**src/rtl/duart_host_pkg.sv**
```systemverilog
package duart_host_pkg;
  localparam int NCH = 2;
  localparam int DW  = 8;
  localparam int AW  = 3;
  localparam int DLAB_BIT = DW - 1;

  localparam logic [DW-1:0] ID_DEVICE   = 8'h12;
  localparam logic [DW-1:0] ID_REVISION = 8'h01;

  localparam logic [AW-1:0] AD_DIV_LO = 3'd0;
  localparam logic [AW-1:0] AD_DIV_HI = 3'd1;
  localparam logic [AW-1:0] AD_LCTL   = 3'd3;
  localparam logic [AW-1:0] AD_SCR    = 3'd7;

  typedef struct packed {
    logic [DW-1:0] dat_stub;
    logic [DW-1:0] ien_stub;
    logic [DW-1:0] div_lo;
    logic [DW-1:0] div_hi;
    logic [DW-1:0] lctl;
    logic [DW-1:0] scr;
  } chan_regs_t;

  typedef struct packed {
    logic          rd_n;
    logic          wr_n;
    logic [NCH-1:0] sel_n;
    logic [AW-1:0] addr;
    logic [DW-1:0] wdata;
  } bus_smp_t;

  localparam bus_smp_t BUS_IDLE = '{rd_n: 1'b1, wr_n: 1'b1, sel_n: '1,
                                   addr: '0, wdata: '0};

  function automatic logic [DW-1:0] chan_read(input chan_regs_t r,
                                              input logic [AW-1:0] a);
    logic latch_open;
    logic div_zero;
    logic [DW-1:0] v;
    latch_open = r.lctl[DLAB_BIT];
    div_zero   = (r.div_lo == '0) && (r.div_hi == '0);
    case (a)
      AD_DIV_LO: v = !latch_open ? r.dat_stub : (div_zero ? ID_REVISION : r.div_lo);
      AD_DIV_HI: v = !latch_open ? r.ien_stub : (div_zero ? ID_DEVICE : r.div_hi);
      AD_LCTL:   v = r.lctl;
      AD_SCR:    v = r.scr;
      default:   v = '0;
    endcase
    return v;
  endfunction
endpackage

```
**src/rtl/duart_rst_filter.sv**
```systemverilog
module duart_rst_filter #(
  parameter int MIN_CYC = 3
) (
  input  logic clk,
  input  logic rst,
  output logic rst_int
);
  logic [MIN_CYC-1:0] hist;

  always_ff @(posedge clk) begin
    hist <= (hist << 1) | MIN_CYC'(rst);
  end

  assign rst_int = &hist;
endmodule

```
**src/rtl/duart_bus_sync.sv**
```systemverilog
module duart_bus_sync #(
  parameter int W = 1,
  parameter int STAGES = 2,
  parameter logic [W-1:0] IDLE = '0
) (
  input  logic         clk,
  input  logic         rst_int,
  input  logic [W-1:0] d,
  output logic [W-1:0] q
);
  logic [STAGES-1:0][W-1:0] stg;

  always_ff @(posedge clk) begin
    if (rst_int) begin
      for (int i = 0; i < STAGES; i++) stg[i] <= IDLE;
    end else begin
      stg[0] <= d;
      for (int i = 1; i < STAGES; i++) stg[i] <= stg[i-1];
    end
  end

  assign q = stg[STAGES-1];
endmodule

```
**src/rtl/duart_chan_regs.sv**
```systemverilog
module duart_chan_regs
  import duart_host_pkg::*;
(
  input  logic          clk,
  input  logic          rst_int,
  input  logic          we,
  input  logic [AW-1:0] waddr,
  input  logic [DW-1:0] wdata,
  output chan_regs_t    regs
);
  always_ff @(posedge clk) begin
    if (rst_int) begin
      regs <= '0;
    end else if (we) begin
      case (waddr)
        AD_DIV_LO: if (regs.lctl[DLAB_BIT]) regs.div_lo <= wdata;
                   else regs.dat_stub <= wdata;
        AD_DIV_HI: if (regs.lctl[DLAB_BIT]) regs.div_hi <= wdata;
                   else regs.ien_stub <= wdata;
        AD_LCTL:   regs.lctl <= wdata;
        AD_SCR:    regs.scr  <= wdata;
        default:   ;
      endcase
    end
  end
endmodule

```
**src/rtl/duart_host_regs.sv**
```systemverilog
module duart_host_regs
  import duart_host_pkg::*;
#(
  parameter int RST_MIN_CYC = 3,
  parameter int SYNC_STAGES = 2
) (
  input  logic          clk,
  input  logic          rst,
  input  logic          sel_a_n,
  input  logic          sel_b_n,
  input  logic          rd_n,
  input  logic          wr_n,
  input  logic [AW-1:0] addr,
  input  logic [DW-1:0] wdata,
  output logic [DW-1:0] rdata,
  output logic          rdata_oe,
  output logic          rd_conflict
);
  localparam int SMP_W = $bits(bus_smp_t);

  logic     rst_int;
  bus_smp_t raw_smp, cur_smp, prev_smp;
  logic     wr_rise, rd_fall;
  logic [NCH-1:0] rd_sel_n, wr_sel_n;
  logic [AW-1:0]  rd_addr, wr_addr;
  chan_regs_t     ch_regs [NCH];
  logic [DW-1:0]  rd_value;
  logic           rd_any, rd_both;

  duart_rst_filter #(.MIN_CYC(RST_MIN_CYC)) u_rst (
    .clk(clk), .rst(rst), .rst_int(rst_int)
  );

  assign raw_smp = '{rd_n: rd_n, wr_n: wr_n, sel_n: {sel_b_n, sel_a_n},
                     addr: addr, wdata: wdata};

  duart_bus_sync #(.W(SMP_W), .STAGES(SYNC_STAGES), .IDLE(BUS_IDLE)) u_sync (
    .clk(clk), .rst_int(rst_int), .d(raw_smp), .q(cur_smp)
  );

  always_ff @(posedge clk) begin
    if (rst_int) prev_smp <= BUS_IDLE;
    else         prev_smp <= cur_smp;
  end

  // The previous sample is the last one with the write strobe low.
  assign wr_rise  = !prev_smp.wr_n && cur_smp.wr_n;
  assign rd_fall  = !cur_smp.rd_n && prev_smp.rd_n;
  assign wr_sel_n = prev_smp.sel_n;
  assign wr_addr  = prev_smp.addr;
  assign rd_sel_n = cur_smp.sel_n;
  assign rd_addr  = cur_smp.addr;

  for (genvar c = 0; c < NCH; c++) begin : g_ch
    duart_chan_regs u_regs (
      .clk(clk),
      .rst_int(rst_int),
      .we(wr_rise && !wr_sel_n[c]),
      .waddr(wr_addr),
      .wdata(prev_smp.wdata),
      .regs(ch_regs[c])
    );
  end

  assign rd_any  = (rd_sel_n != '1);
  assign rd_both = (rd_sel_n == '0);

  always_comb begin
    rd_value = '0;
    if (rd_any && !rd_both) begin
      for (int c = 0; c < NCH; c++)
        if (!rd_sel_n[c]) rd_value = chan_read(ch_regs[c], rd_addr);
    end
  end

  always_ff @(posedge clk) begin
    if (rst_int) begin
      rdata       <= '0;
      rdata_oe    <= 1'b0;
      rd_conflict <= 1'b0;
    end else if (rd_fall) begin
      rdata       <= rd_value;
      rdata_oe    <= rd_any;
      rd_conflict <= rd_both;
    end else if (cur_smp.rd_n) begin
      rdata       <= '0;
      rdata_oe    <= 1'b0;
      rd_conflict <= 1'b0;
    end
  end
endmodule

```
**config.mk**
```make
export PLATFORM = sky130hd
export DESIGN_NAME = duart_host_regs
export DESIGN_NICKNAME = d
export VERILOG_FILES = /design/src/rtl/duart_host_pkg.sv /design/src/rtl/duart_rst_filter.sv /design/src/rtl/duart_bus_sync.sv /design/src/rtl/duart_chan_regs.sv /design/src/rtl/duart_host_regs.sv
export SDC_FILE = /design/constraint.sdc
export NUM_CORES = 1
export LEC_CHECK = 0
export CORE_ASPECT_RATIO = 0.8
export CORE_UTILIZATION = 50
export DETAILED_ROUTE_END_ITERATION = 10
export DONT_BUFFER_PORTS = 1
export SLEW_MARGIN = 20
export SYNTH_ARGS = -nofsm -noshare
export SYNTH_HDL_FRONTEND = slang
export SYNTH_HIERARCHICAL = 1
export SYNTH_SLANG_ARGS = --single-unit
```
**constraint.sdc**
```tcl
create_clock -name clk -period 2.25 [get_ports clk]
set_input_delay 0.225 -clock clk [delete_from_list [all_inputs] [get_ports clk]]
set_output_delay 0.225 -clock clk [all_outputs]
set_load 0.02 [all_outputs]
```
# Yosys cells after proc, flatten, opt, wreduce, memory -nomap -nowiden
# Cells that the tools add are included.
# word_totals
regBits,154
elab_cells,84
in_bits,17
# classes
n_bitwise,3
muxes,18
eq_ne,7
n_reduce_logical,33
# op_table
operator,count
2-to-1 mux 8 bit,13
case mux 8 bit (4 select lines),2
logical NOT 8 bit,4
AND reduction 3 bit,9
AND reduction 2 bit,4
logical AND 1 bit,7
"== test 3 x 1 -> 1 bit, second input constant",2
"== test 3 x 2 -> 1 bit, second input constant",2
"== test 3 bit, second input constant",2
logical NOT 3 bit,2
logical NOT 1 bit,5
2-to-1 mux 1 bit,3
OR 3 x 1 -> 3 bit,1
logical NOT 2 bit,1
"inequality test 2 bit, second input constant",1
inverter 1 bit,2
nonzero test 2 bit,1

# Longest topological paths before layout
# Gate-level depths: netlist (run 1).
# depth
depth_word,9
mapped_depth,9
depth_no_buf,7

# By module
# The synthesis (run 1) kept the hierarchy.
# modules_own_cells
mod,area_per_inst_um2,cells_per_inst,n_inst,seq_area_each_um2
duart_chan_regs,1915.6,192,2,960.9
duart_host_regs,1767.9,204,1,500.5
duart_bus_sync,922.1,78,1,600.6
duart_rst_filter,66.3,4,1,60.1

# Least setup slack after synthesis (run 1)
# OpenSTA, ideal clock, no wires.
# synth_timing
kind,flip-flop to flip-flop
start,"reg u_sync.stg, in the netlist u_sync/q[11]"
end,reg rdata[0]
t_arrival_ps,1971
setup_slack_ps,220
setup_ps,59
synth_period_minus_slack_ps,2030
t_required_ps,2191
stages_incl_launch_ff,10
n_path_buf,2
path_cell_list,dfxtp_1 -> buf_4 -> clkbuf_1 -> inv_1 -> ha_1 -> nand4bb_1 -> a21oi_1 -> o2111ai_1 -> o21ai_0 -> a22o_1
# synth_via
elab_chain_len,5
elab_cells_between_ends,8
# synth_lines
element,line,rtl
start: declaration,duart_bus_sync.sv:11,logic [STAGES-1:0][W-1:0] stg;
logical NOT 2 bit,duart_host_regs.sv:66,assign rd_both = (rd_sel_n == '0);
logical NOT 1 bit,duart_host_regs.sv:70,if (rd_any && !rd_both) begin
logical AND 1 bit,duart_host_regs.sv:70,
2-to-1 mux 8 bit *,duart_host_regs.sv:70,
2-to-1 mux 8 bit *,duart_host_regs.sv:81,end else if (rd_fall) begin
end signal: assignment,duart_host_regs.sv:82,rdata <= rd_value;
end: declaration,duart_host_regs.sv:15,"output logic [DW-1:0] rdata,"
# Every way passes the cells marked *; elsewhere a longest branch is shown, timed or not.
# A chain may end at the register's enable or synchronous reset.

# Worst setup path in the final report (run 1)
# layout_timing
start,"reg u_sync.stg, in the netlist u_sync/q[12]"
end,reg rdata[4]
# Same word-level chain as after synthesis.

==> results of run 1 <==
-- synth_stat cells (all sizes together) (2+ instances only) --
master	count	area [um2]
o2111ai	2	17.52
o22ai	10	62.56
nand4b	2	17.52
and3	3	18.77
and4	2	17.52
a22o	2	17.52
nand4	4	55.05
nor2	12	50.05
a21o	2	15.01
and4b	2	20.02
and2	3	18.77
o31ai	2	15.01
nor3b	2	15.01
mux2i	99	991.0
buf	39	267.8
o221ai	5	43.79
ha	2	25.02
clkbuf	14	52.55
nor2b	31	193.9
nor4	2	12.51
dfxtp	154	3083
nor3	7	57.55
a211oi	2	15.01
nand2b	83	519.3
a21oi	37	185.2
nand2	76	290.3
a22oi	2	15.01
or4	8	75.07
and2b	2	15.01
or2	13	81.33
o41ai	2	43.80
o21ai	22	110.1
or3	2	12.51
nand3	5	35.03
inv	4	15.01
mux2	4	45.04
a221oi	4	35.03
-- registers in the layout, indices dropped and copies added, names as in the netlist --
name	count
u_sync/stg	15
prev_smp	10
wr_addr	3
u_sync/q	15
rd_conflict	1
rdata_oe	1
wr_sel_n	2
rdata	8
u_rst/hist	3
g_ch.u_regs/regs	96
-- stage by stage --
stage          power [mW]  cells  hold slack [ps]
2_1_floorplan       3.305    670            252.7
3_3_place_gp        3.402    806            252.8
3_5_place_dp        3.414    806            252.8
4_1_cts             6.213    854            335.3
5_1_grt             6.398    854            334.4
6_report            6.166    854            346.7
-- final cells by class --
cell class	instances	area (um2)	area share, %
multi-input combinational	459	3174	43.03
sequential	154	3083	41.79
clock buffer	18	439.2	5.953
timing repair buffer	30	302.8	4.104
tap	175	219.0	2.968
clock inverter	14	143.9	1.950
inverter	4	15.01	0.2035
-- metal layers --
layer  part of all wire [%]  GRT usage, %  vias to the layer above
met5                      0             0                        -
met1                     49         34.26                     2249
li1                       -             -                     2293
met3                    6.3         6.349                       21
met4                    1.4         9.031                        0
met2                     43         35.56                      152
-- critical path, cell delays in order (launching register included) --
cell and delay (ps):
dfxtp_1 470, inv_1 100, ha_1 280, nand4bb_1 160, nor3_1 340, o221ai_1 200, a22oi_1 200, a21o_1 100
-- worst paths after layout --
check                      from             to  slack [ps]  depth (start not counted)
hold reg to reg   u_rst/hist[1]  u_rst/hist[2]         350                          0
hold / removal              rst  u_rst/hist[0]         350                          1
setup / recovery   u_sync/q[12]       rdata[4]         360                          7
setup reg to reg   u_sync/q[12]       rdata[4]         360                          7
-- cells in the final DEF, fill, tap and decap left out, drive strengths merged, types with 3 or more instances in the layout --
master and n:
nand3 5, or2 13, o21ai 22, mux2i 99
nand2 76, nor2b 31, nor2 12, nand4 4
nor3 7, buf 14, nand2b 83, dfxtp 154
and2 3, a221oi 4, dlygate4sd3 16, a21oi 37
inv 15, o22ai 10, o221ai 5, clkbuf 18
mux2 4, and3 3, or4 8
-- cells by family (layout without fill, tap and decap cells) --
logic type      Yosys count  count (layout)  synth area share, %
compound gates           94              94                8.984
fa+ha+maj                 2               2               0.3798
buf+inv                  57              66                5.090
flops                   154             154                46.80
mux                     103             103                15.73
simple gates            260             260                23.02
-- power by group through the flow --
stage,Clock (mW),Sequential [mW],Combinational [mW]
6_report,2.79,2.97,0.408
5_1_grt,2.97,2.98,0.446
4_1_cts,2.84,2.97,0.407
3_5_place_dp,0,3.03,0.385
3_3_place_gp,0,3.03,0.376
2_1_floorplan,0,2.96,0.342
==> metrics.md, run 1 <==
| Metric | Value |
|---|---|
| Status | `finished, final reports clean` |
| Final setup viols | `0` |
| Area grow syn2layout | `11.98%` |
| Sink Count | `154` |
| Max rail drop VDD | `0.5349 mV` |
| Clock buffer count from CTS | `17` |
| Final design utilization | `57.32%` |
| Fin Setup TNS | `0 ps` |
| Clock Latency Late Sink | `420 ps` |
| CTS Root Cell | `clkbuf_16` |
| First-pass GRT wire length | `24.86 mm` |
| Layout cells sized above 1 | `10.60%` |
| Routability cong. | `0.8144` |
| Mapped Area | `0.006588 mm2` |
| Post-synth EDFFs | `0` |
| Filler Cell Count | `1130` |
| Slew @ Worst Pin | `738.8 ps` |
| Hold_buf cts | `16` |
| Top FF cell, synth | `dfxtp_1` |
| Routed wire length | `15.59 mm` |
| Diode count | `0` |
| Violation count after the first detailed-route iteration | `351` |
| Net Count, Synth | `689` |
| IO Pins | `27` |
| CORE AREA | `0.01287 mm2` |
| Final Hold Fails | `0` |
| #FFs+latches synth | `154` |
| Hold WC Path Type | `in -> reg` |
| Post-place setup slack | `398.5 ps` |
| Die W | `130.3 um` |
| Asr flop ratio synth | `0%` |
| Gr ovfl total | `0` |
| Vias in the first global route | `4718` |
| Layout Skew | `10.96 ps` |
| Remaining design rule violation count | `0` |
| Drt pass-1 iters | `5` |
| WL/cell | `18.26 um` |
| Final WS setup | `356.7 ps` |
| Vias | `4715` |
| Clock share of power | `45.2%` |
| Area after DPL | `0.006634 mm2` |
| DRT antenna net count | `0` |
| Reported net switching power | `1.621 mW` |
| Largest net degree at the start of global routing | `87` |
| Seq/Total Area, Yosys | `46.80%` |
| Crit path time final | `1893 ps` |
| Pleak | `3.029 nW` |
| Die area | `0.01364 mm2` |
| Net Sw Frac | `26.29%` |
| Crit end category | `flop` |
| Critical-path maximum fanout | `6` |
| Startpoint types | `flop` |
| Row cnt | `37` |
| Data required, critical path | `2620 ps` |
| Clock Pin Slew Worst Setup and Hold Paths | `70 ps` |
| Final Max Slew Viols | `0` |
| Resized cells post-CTS | `0` |
| Pwr dens | `835.9 mW/mm2` |
| Final nets | `685` |
| Cell Int Power | `4.545 mW` |
| Fmax | `0.5282 GHz` |
| CTS tree | `done` |
| Clk buf depth | `2` |
| Initial antenna violation count | `0` |
| Distinct cell type count after synthesis | `51` |
| CP arrival | `2260 ps` |
| Critical path type | `reg -> reg` |
| Post-route cell area | `0.007377 mm2` |
| Tot GR Track Use | `24.37%` |
| Unrepaired setup endpoints after global routing | `no` |
| Slew Limit Headroom | `50.68%` |
| Final period util | `84.15%` |
| H-Tree Depth | `4` |
| Die extent in y | `104.7 um` |
| Sequential share of power | `48.2%` |
| Combinational Power Share | `6.6%` |
| Mapped Cells | `670` |
| Via-to-Cell Ratio | `5.521` |
| Mean Syn Cell Area | `9.832 um2` |
| Post-DP HPWL | `10.68 mm` |
| Port bufs | `0` |
| Starting Density | `51.19%` |
| Max-cap viol count | `0` |
| Yosys warnings | `6` |
| Postcts setup bufs | `0` |
(Power assumes the default switching activity.)
==> run 2, diff against run 1 <==
--- a/config.mk
+++ b/config.mk
@@ -5,6 +5,7 @@
 export SDC_FILE = /design/constraint.sdc
 export NUM_CORES = 1
 export LEC_CHECK = 0
+export ABC_AREA = 1
 export CORE_ASPECT_RATIO = 0.8
 export CORE_UTILIZATION = 50
 export DETAILED_ROUTE_END_ITERATION = 10
==> constraint.sdc (replaced) <==
create_clock -name clk -period 2 [get_ports clk]
set_input_delay 0.2 -clock clk [delete_from_list [all_inputs] [get_ports clk]]
set_output_delay 0.2 -clock clk [all_outputs]
set_load 0.02 [all_outputs]
==> run 2 against run 1 <==
  * Combinational power increased by 57%
  * Final area up 3.7%
  * Die area up 4.1%
  * Via count is 27% higher
  * Largest cell class is now sequential cells
==> metrics.md, run 2 <==
| Metric | Value |
|---|---|
| Net Count, Synth | `1046` |
| Crit end category | `flop` |
| Die W | `133.0 um` |
| Mapped Cells | `1027` |
| Max rail drop VDD | `0.6668 mV` |
| Yosys warnings | `6` |
| Die area | `0.01420 mm2` |
| Die extent in y | `106.8 um` |
| Starting Density | `52.38%` |
| H-Tree Depth | `4` |
| Max-cap viol count | `0` |
| Slew @ Worst Pin | `575.3 ps` |
| Multi-input gate area | `0.003043 mm2` |
| Critical path type | `reg -> reg` |
| Via-to-Cell Ratio | `4.938` |
| Clock buffer count from CTS | `17` |
| CP arrival | `2000 ps` |
| Drt pass-1 iters | `5` |
| Final Hold Fails | `0` |
| Data required, critical path | `2300 ps` |
| Area share of the largest cell type after synthesis | `44.92%` |
| Layout cells sized above 1 | `9.309%` |
| FF/Latch Area | `0.003083 mm2` |
| Pleak | `3.749 nW` |
| Clk buf depth | `2` |
| Reported net switching power | `2.025 mW` |
| CORE AREA | `0.01310 mm2` |
| Diode count | `0` |
| Sink Count | `154` |
| Tot GR Track Use | `27.17%` |
| Mean Syn Cell Area | `6.682 um2` |
| Sequential share of power | `46.6%` |
| Largest Register | `g_ch.u_regs/regs` |
| Combinational Power Share | `8.8%` |
| Cell Int Power | `5.249 mW` |
| WL/cell | `14.89 um` |
| Clock share of power | `44.6%` |
| Largest net degree at the start of global routing | `49` |
| Fin Setup TNS | `0 ps` |
| Mapped Area | `0.006863 mm2` |
| #FFs+latches synth | `154` |
| Area grow syn2layout | `11.52%` |
| Postcts setup bufs | `0` |
| Final design utilization | `58.42%` |
| Routability cong. | `0.9042` |
| Post-synth EDFFs | `0` |
| Distinct cell type count after synthesis | `32` |
| CTS Root Cell | `clkbuf_16` |
| DRT antenna net count | `0` |
| Status | `finished, final reports clean` |
| Top post-synthesis cells by count | `nand2_1, nor2_1, dfxtp_1` |
| Most common cell after layout, fill and taps aside | `nand2_1` |
| Layout Skew | `6.595 ps` |
| Unrepaired setup endpoints after global routing | `no` |
| Total power | `7.274 mW` |
| Slew Limit Headroom | `61.61%` |
| Top FF cell, synth | `dfxtp_1` |
| Final Max Slew Viols | `0` |
| Final period util | `84.95%` |
| Hold WC Path Type | `in -> reg` |
| Clock Pin Slew Worst Setup and Hold Paths | `70 ps` |
| Vias | `6010` |
| Port bufs | `0` |
| Seq/Total Area, Yosys | `44.92%` |
| Row cnt | `37` |
| Violation count after the first detailed-route iteration | `623` |
| Final nets | `1048` |
| Critical-path maximum fanout | `11` |
| Vias in the first global route | `5371` |
| Yosys top cell by area | `dfxtp_1` |
| Initial antenna violation count | `0` |
| First-pass GRT wire length | `29.19 mm` |
| Clock Latency Late Sink | `420 ps` |
| Remaining design rule violation count | `0` |
| Ranking of synthesized cells by area | `dfxtp_1, nand2_1, nor2_1` |
| Max FFs per register | `96` |
| Filler Cell Count | `1293` |
| Most numerous cell in the Yosys netlist | `nand2_1` |
| Startpoint types | `flop` |
| Routed wire length | `18.12 mm` |
| Net Sw Frac | `27.84%` |
| IO Pins | `27` |
| Pwr dens | `950.4 mW/mm2` |
| Gr ovfl total | `0` |
| Post-DP HPWL | `12.55 mm` |
| Crit path time final | `1699 ps` |
| Commonest non-fill, non-tap cells in the layout | `nand2_1, nor2_1, dfxtp_1` |
| Final setup viols | `0` |
| Asr flop ratio synth | `0%` |
| CTS tree | `done` |
| Fmax | `0.5886 GHz` |
-- run 2: worst max-delay path, stage by stage (launching register included) --
cell and delay (ps):
dfxtp_1 400, nor2_4 80, nand2_2 270, a21oi_1 80, or2_2 320, o21ai_0 190
nand2_1 90, nand2_1 80, a21oi_2 50
-- run 2: stage by stage --
| step | instance area (um2) | hold slack (ps) | cells | setup slack [ps] |
|---|---|---|---|---|
| final | 7654 | 325.0 | 1217 | 301.1 |
| after global routing | 7654 | 318.4 | 1217 | 134.3 |
| after CTS | 7649 | 304.1 | 1217 | 200.9 |
| after detailed placement | 6893 | 227.8 | 1169 | 205.3 |
| after global placement | 6893 | 227.8 | 1169 | 315.5 |
| after floorplan | 6863 | 227.7 | 1027 | 299.9 |
-- run 2: layer usage --
metal	global-route usage (%)	part of all wire (%)	vias to the layer above
met4	8.621	1.9	0
li1	-	-	3123
met2	37.40	40	201
met5	0	0	-
met1	40.67	50	2656
met3	6.950	8.4	30
-- run 2: cell type report --
class	instances	share of cell area, %
multi-input combinational	712	39.76
tap	175	2.861
timing repair buffer	34	3.858
clock buffer	17	5.558
inverter	110	5.460
clock inverter	15	2.223
sequential	154	40.28
-- run 2: power groups by stage --
| stage | Sequential (mW) | Clock, mW | Combinational [mW] |
|---|---|---|---|
| after floorplan | 3.40 | 0 | 0.500 |
| after global placement | 3.46 | 0 | 0.601 |
| after detailed placement | 3.46 | 0 | 0.607 |
| after CTS | 3.39 | 3.30 | 0.632 |
| after global routing | 3.41 | 3.42 | 0.722 |
| final | 3.39 | 3.24 | 0.641 |
-- run 2: repair_timing --
action	in CTS	in global routing
hold buffers	16	0
endpoints found under the setup margin	0	9
endpoints found under the hold margin	16	0
gates resized for setup	0	1
-- run 2: logic make-up after synthesis --
family	share of synthesized area, %
buffers and inverters	10.88
AOI/OAI and AO/OA	5.014
DFF	44.92
adders and majority gates	0.3646
and+or+nand+nor	38.81
-- run 2: final timing paths --
kind / startpoint / to / slack, ps / cells after the start
setup / recovery: u_sync/q[10] / rdata[7] / 300 / 8
hold / removal: rst / u_rst/hist[0] / 320 / 1
setup reg to reg: u_sync/q[10] / rdata[7] / 300 / 8
hold reg to reg: u_rst/hist[0] / u_rst/hist[1] / 350 / 0
==> run 3, diff against run 2 <==
--- a/config.mk
+++ b/config.mk
@@ -5,11 +5,12 @@
 export SDC_FILE = /design/constraint.sdc
 export NUM_CORES = 1
 export LEC_CHECK = 0
-export ABC_AREA = 1
+export ABC_AREA = 0
 export CORE_ASPECT_RATIO = 0.8
 export CORE_UTILIZATION = 50
 export DETAILED_ROUTE_END_ITERATION = 10
 export DONT_BUFFER_PORTS = 1
+export PLACE_DENSITY = 0.68
 export SLEW_MARGIN = 20
 export SYNTH_ARGS = -nofsm -noshare
 export SYNTH_HDL_FRONTEND = slang
==> constraint.sdc (replaced) <==
create_clock -name clk -period 1.5 [get_ports clk]
set_input_delay 0.15 -clock clk [delete_from_list [all_inputs] [get_ports clk]]
set_output_delay 0.15 -clock clk [all_outputs]
set_load 0.02 [all_outputs]
==> run 3 against run 2 <==
  * The run now ends with negative setup slack left
  * Core utilization up 5.9 points
  * Global-route usage down 1.9 points
  * Hold slack worse by 52 ps
  * Final area up 8.2%
  * Die area down 3.9%
  * Sequential power up 31%
  * Non-clock buffer count up 67
  * Critical path depth down 3
  * Largest power group unchanged
==> metrics.md, run 3 (same netlist as run 1, synthesis figures left out) <==
| Metric | Value |
|---|---|
| Status | `finished with violations` |
| Failing checks | `negative setup slack` |
| Slowest-stage cell, CP | `or4_4` |
| WL/cell | `17.46 um` |
| Clk buf depth | `2` |
| Most common cell after layout, fill and taps aside | `dfxtp_1` |
| Layout cells sized above 1 | `26.53%` |
| Largest net degree at the start of global routing | `87` |
| Kind of cell adding the most delay to the critical path | `compound AO/OA/AOI/OAI gates` |
| Clock buffer count from CTS | `17` |
| Starting Density | `51.19%` |
| Fmax | `0.5610 GHz` |
| Worst path depth | `5` |
| Combinational Power Share | `9.3%` |
| Reg2reg path depth | `5` |
| IO Pins | `27` |
| Row cnt | `37` |
| Fin Setup TNS | `-837.8 ps` |
| Port bufs | `0` |
| Sequential share of power | `47.8%` |
| Vias in the first global route | `4950` |
| Slew @ Worst Pin | `425.4 ps` |
| Sink Count | `154` |
| Final nets | `756` |
| CTS Root Cell | `clkbuf_16` |
| Clock share of power | `42.9%` |
| Final setup viols | `4` |
| Pleak | `3.445 nW` |
| Violation count after the first detailed-route iteration | `312` |
| Vias | `5012` |
| Initial antenna violation count | `0` |
| Die area | `0.01364 mm2` |
| Largest Register | `g_ch.u_regs/regs` |
| Cell Int Power | `6.896 mW` |
| Die extent in y | `104.7 um` |
| Routed wire length | `16.16 mm` |
| Final WS setup | `-282.5 ps` |
| Crit end category | `flop` |
| Net Sw Frac | `25.70%` |
| CTS tree | `done` |
| FF/Latch Area | `0.003097 mm2` |
| Gr ovfl total | `0` |
| Commonest non-fill, non-tap cells in the layout | `dfxtp_1, mux2i_1, nand2b_1` |
| Unrepaired setup endpoints after global routing | `yes` |
| Hold WC Path Type | `in -> reg` |
| Area grow syn2layout | `25.66%` |
| Final Max Slew Viols | `0` |
| Drt pass-1 iters | `5` |
| Post-DP HPWL | `11.24 mm` |
| Worst-path cell chain | `or4_4 > o41ai_4 > o221ai_1 > a22o_1 > nand2_1` |
| Routability cong. | `0.8634` |
| Slowest cell delay on critical path | `550 ps` |
| Data required, critical path | `1870 ps` |
| DRT antenna net count | `0` |
| WHS Path Cells | `1` |
| Tot GR Track Use | `25.25%` |
| Filler Cell Count | `1031` |
| Max rail drop VDD | `0.8528 mV` |
| Startpoint types | `flop` |
| Clock Latency Late Sink | `430 ps` |
| Max-cap viol count | `0` |
| CP Buf/Inv Count | `0` |
| Pwr dens | `1121 mW/mm2` |
| Crit path time final | `1783 ps` |
| Final design utilization | `64.32%` |
| Max FFs per register | `96` |
| Remaining design rule violation count | `0` |
| Final period util | `118.8%` |
| Multi-input gate area | `0.003446 mm2` |
| Via-to-Cell Ratio | `5.418` |
| Reported net switching power | `2.386 mW` |
| Final Hold Fails | `0` |
| Slew Limit Headroom | `71.60%` |
| Critical-path maximum fanout | `3` |
| Die W | `130.3 um` |
| H-Tree Depth | `4` |
| Critical path type | `reg -> reg` |
| Layout Skew | `6.912 ps` |
| Diode count | `0` |
| CORE AREA | `0.01287 mm2` |
| Clock Pin Slew Worst Setup and Hold Paths | `60 ps` |
| First-pass GRT wire length | `25.55 mm` |
| CP arrival | `2150 ps` |
## run 3: cell types whose count changed in the layout (fill, tap and decap cells not counted), moves of 20 or more
cell / change
inv_1: -90
nor2b_1: +31
nand2b_1: +82
nand4_1: -20
nand2_1: -209
buf_4: +53
nand3_1: -38
mux2i_1: +88
nor2_1: -262
## run 3: final cells by class
cell class	count	share of cell area, %
Timing Repair Buffer	101	11.44
Multi-Input combinational cell	459	41.63
Inverter	4	0.2116
Sequential cell	154	37.41
Clock buffer	19	5.351
Clock inverter	13	1.315
Tap cell	175	2.645
## run 3: through the flow
step | cells | hold slack, ps | power, mW | instance area, um2 | setup WS [ps]
2_1_floorplan | 670 | 177.7 | 5.002 | 6691 | -168.1
3_3_place_gp | 865 | 177.8 | 5.213 | 7236 | -244.3
3_5_place_dp | 865 | 177.8 | 5.238 | 7236 | -267.7
4_1_cts | 920 | 256.9 | 9.273 | 8099 | -283.8
5_1_grt | 925 | 276.6 | 9.592 | 8278 | -350.8
6_report | 925 | 273.4 | 9.282 | 8278 | -282.5
## run 3: metal layers
metal	track usage, %	part of all wire, %	vias to the layer above
met1	35.41	49	2406
li1	-	-	2441
met3	5.120	5.3	27
met2	37.01	43	138
met5	0	0	-
met4	11.58	2.3	0
## run 3: power by group through the flow
stage,logic [mW],registers (mW),clock network [mW]
detailed placement,0.729,4.51,0
floorplan,0.554,4.45,0
CTS,0.811,4.42,4.04
finish,0.865,4.44,3.98
global placement,0.713,4.50,0
global route,0.925,4.45,4.21
## run 3: final timing paths
check,startpoint,end,slack [ps]
hold reg to reg,u_rst/hist[0],u_rst/hist[1],350
setup reg to reg,g_ch[0].u_regs/regs[16],rdata[1],-280
hold / removal,rst,u_rst/hist[0],270
setup / recovery,g_ch[0].u_regs/regs[16],rdata[1],-280
## run 3: timing repair
action,in CTS,in global routing
hold endpoints to repair,16,0
buffers inserted,6,6
resized for setup,27,47
hold buffers,16,0
setup endpoints to repair,32,55
cloned,1,0
pin swaps,4,16
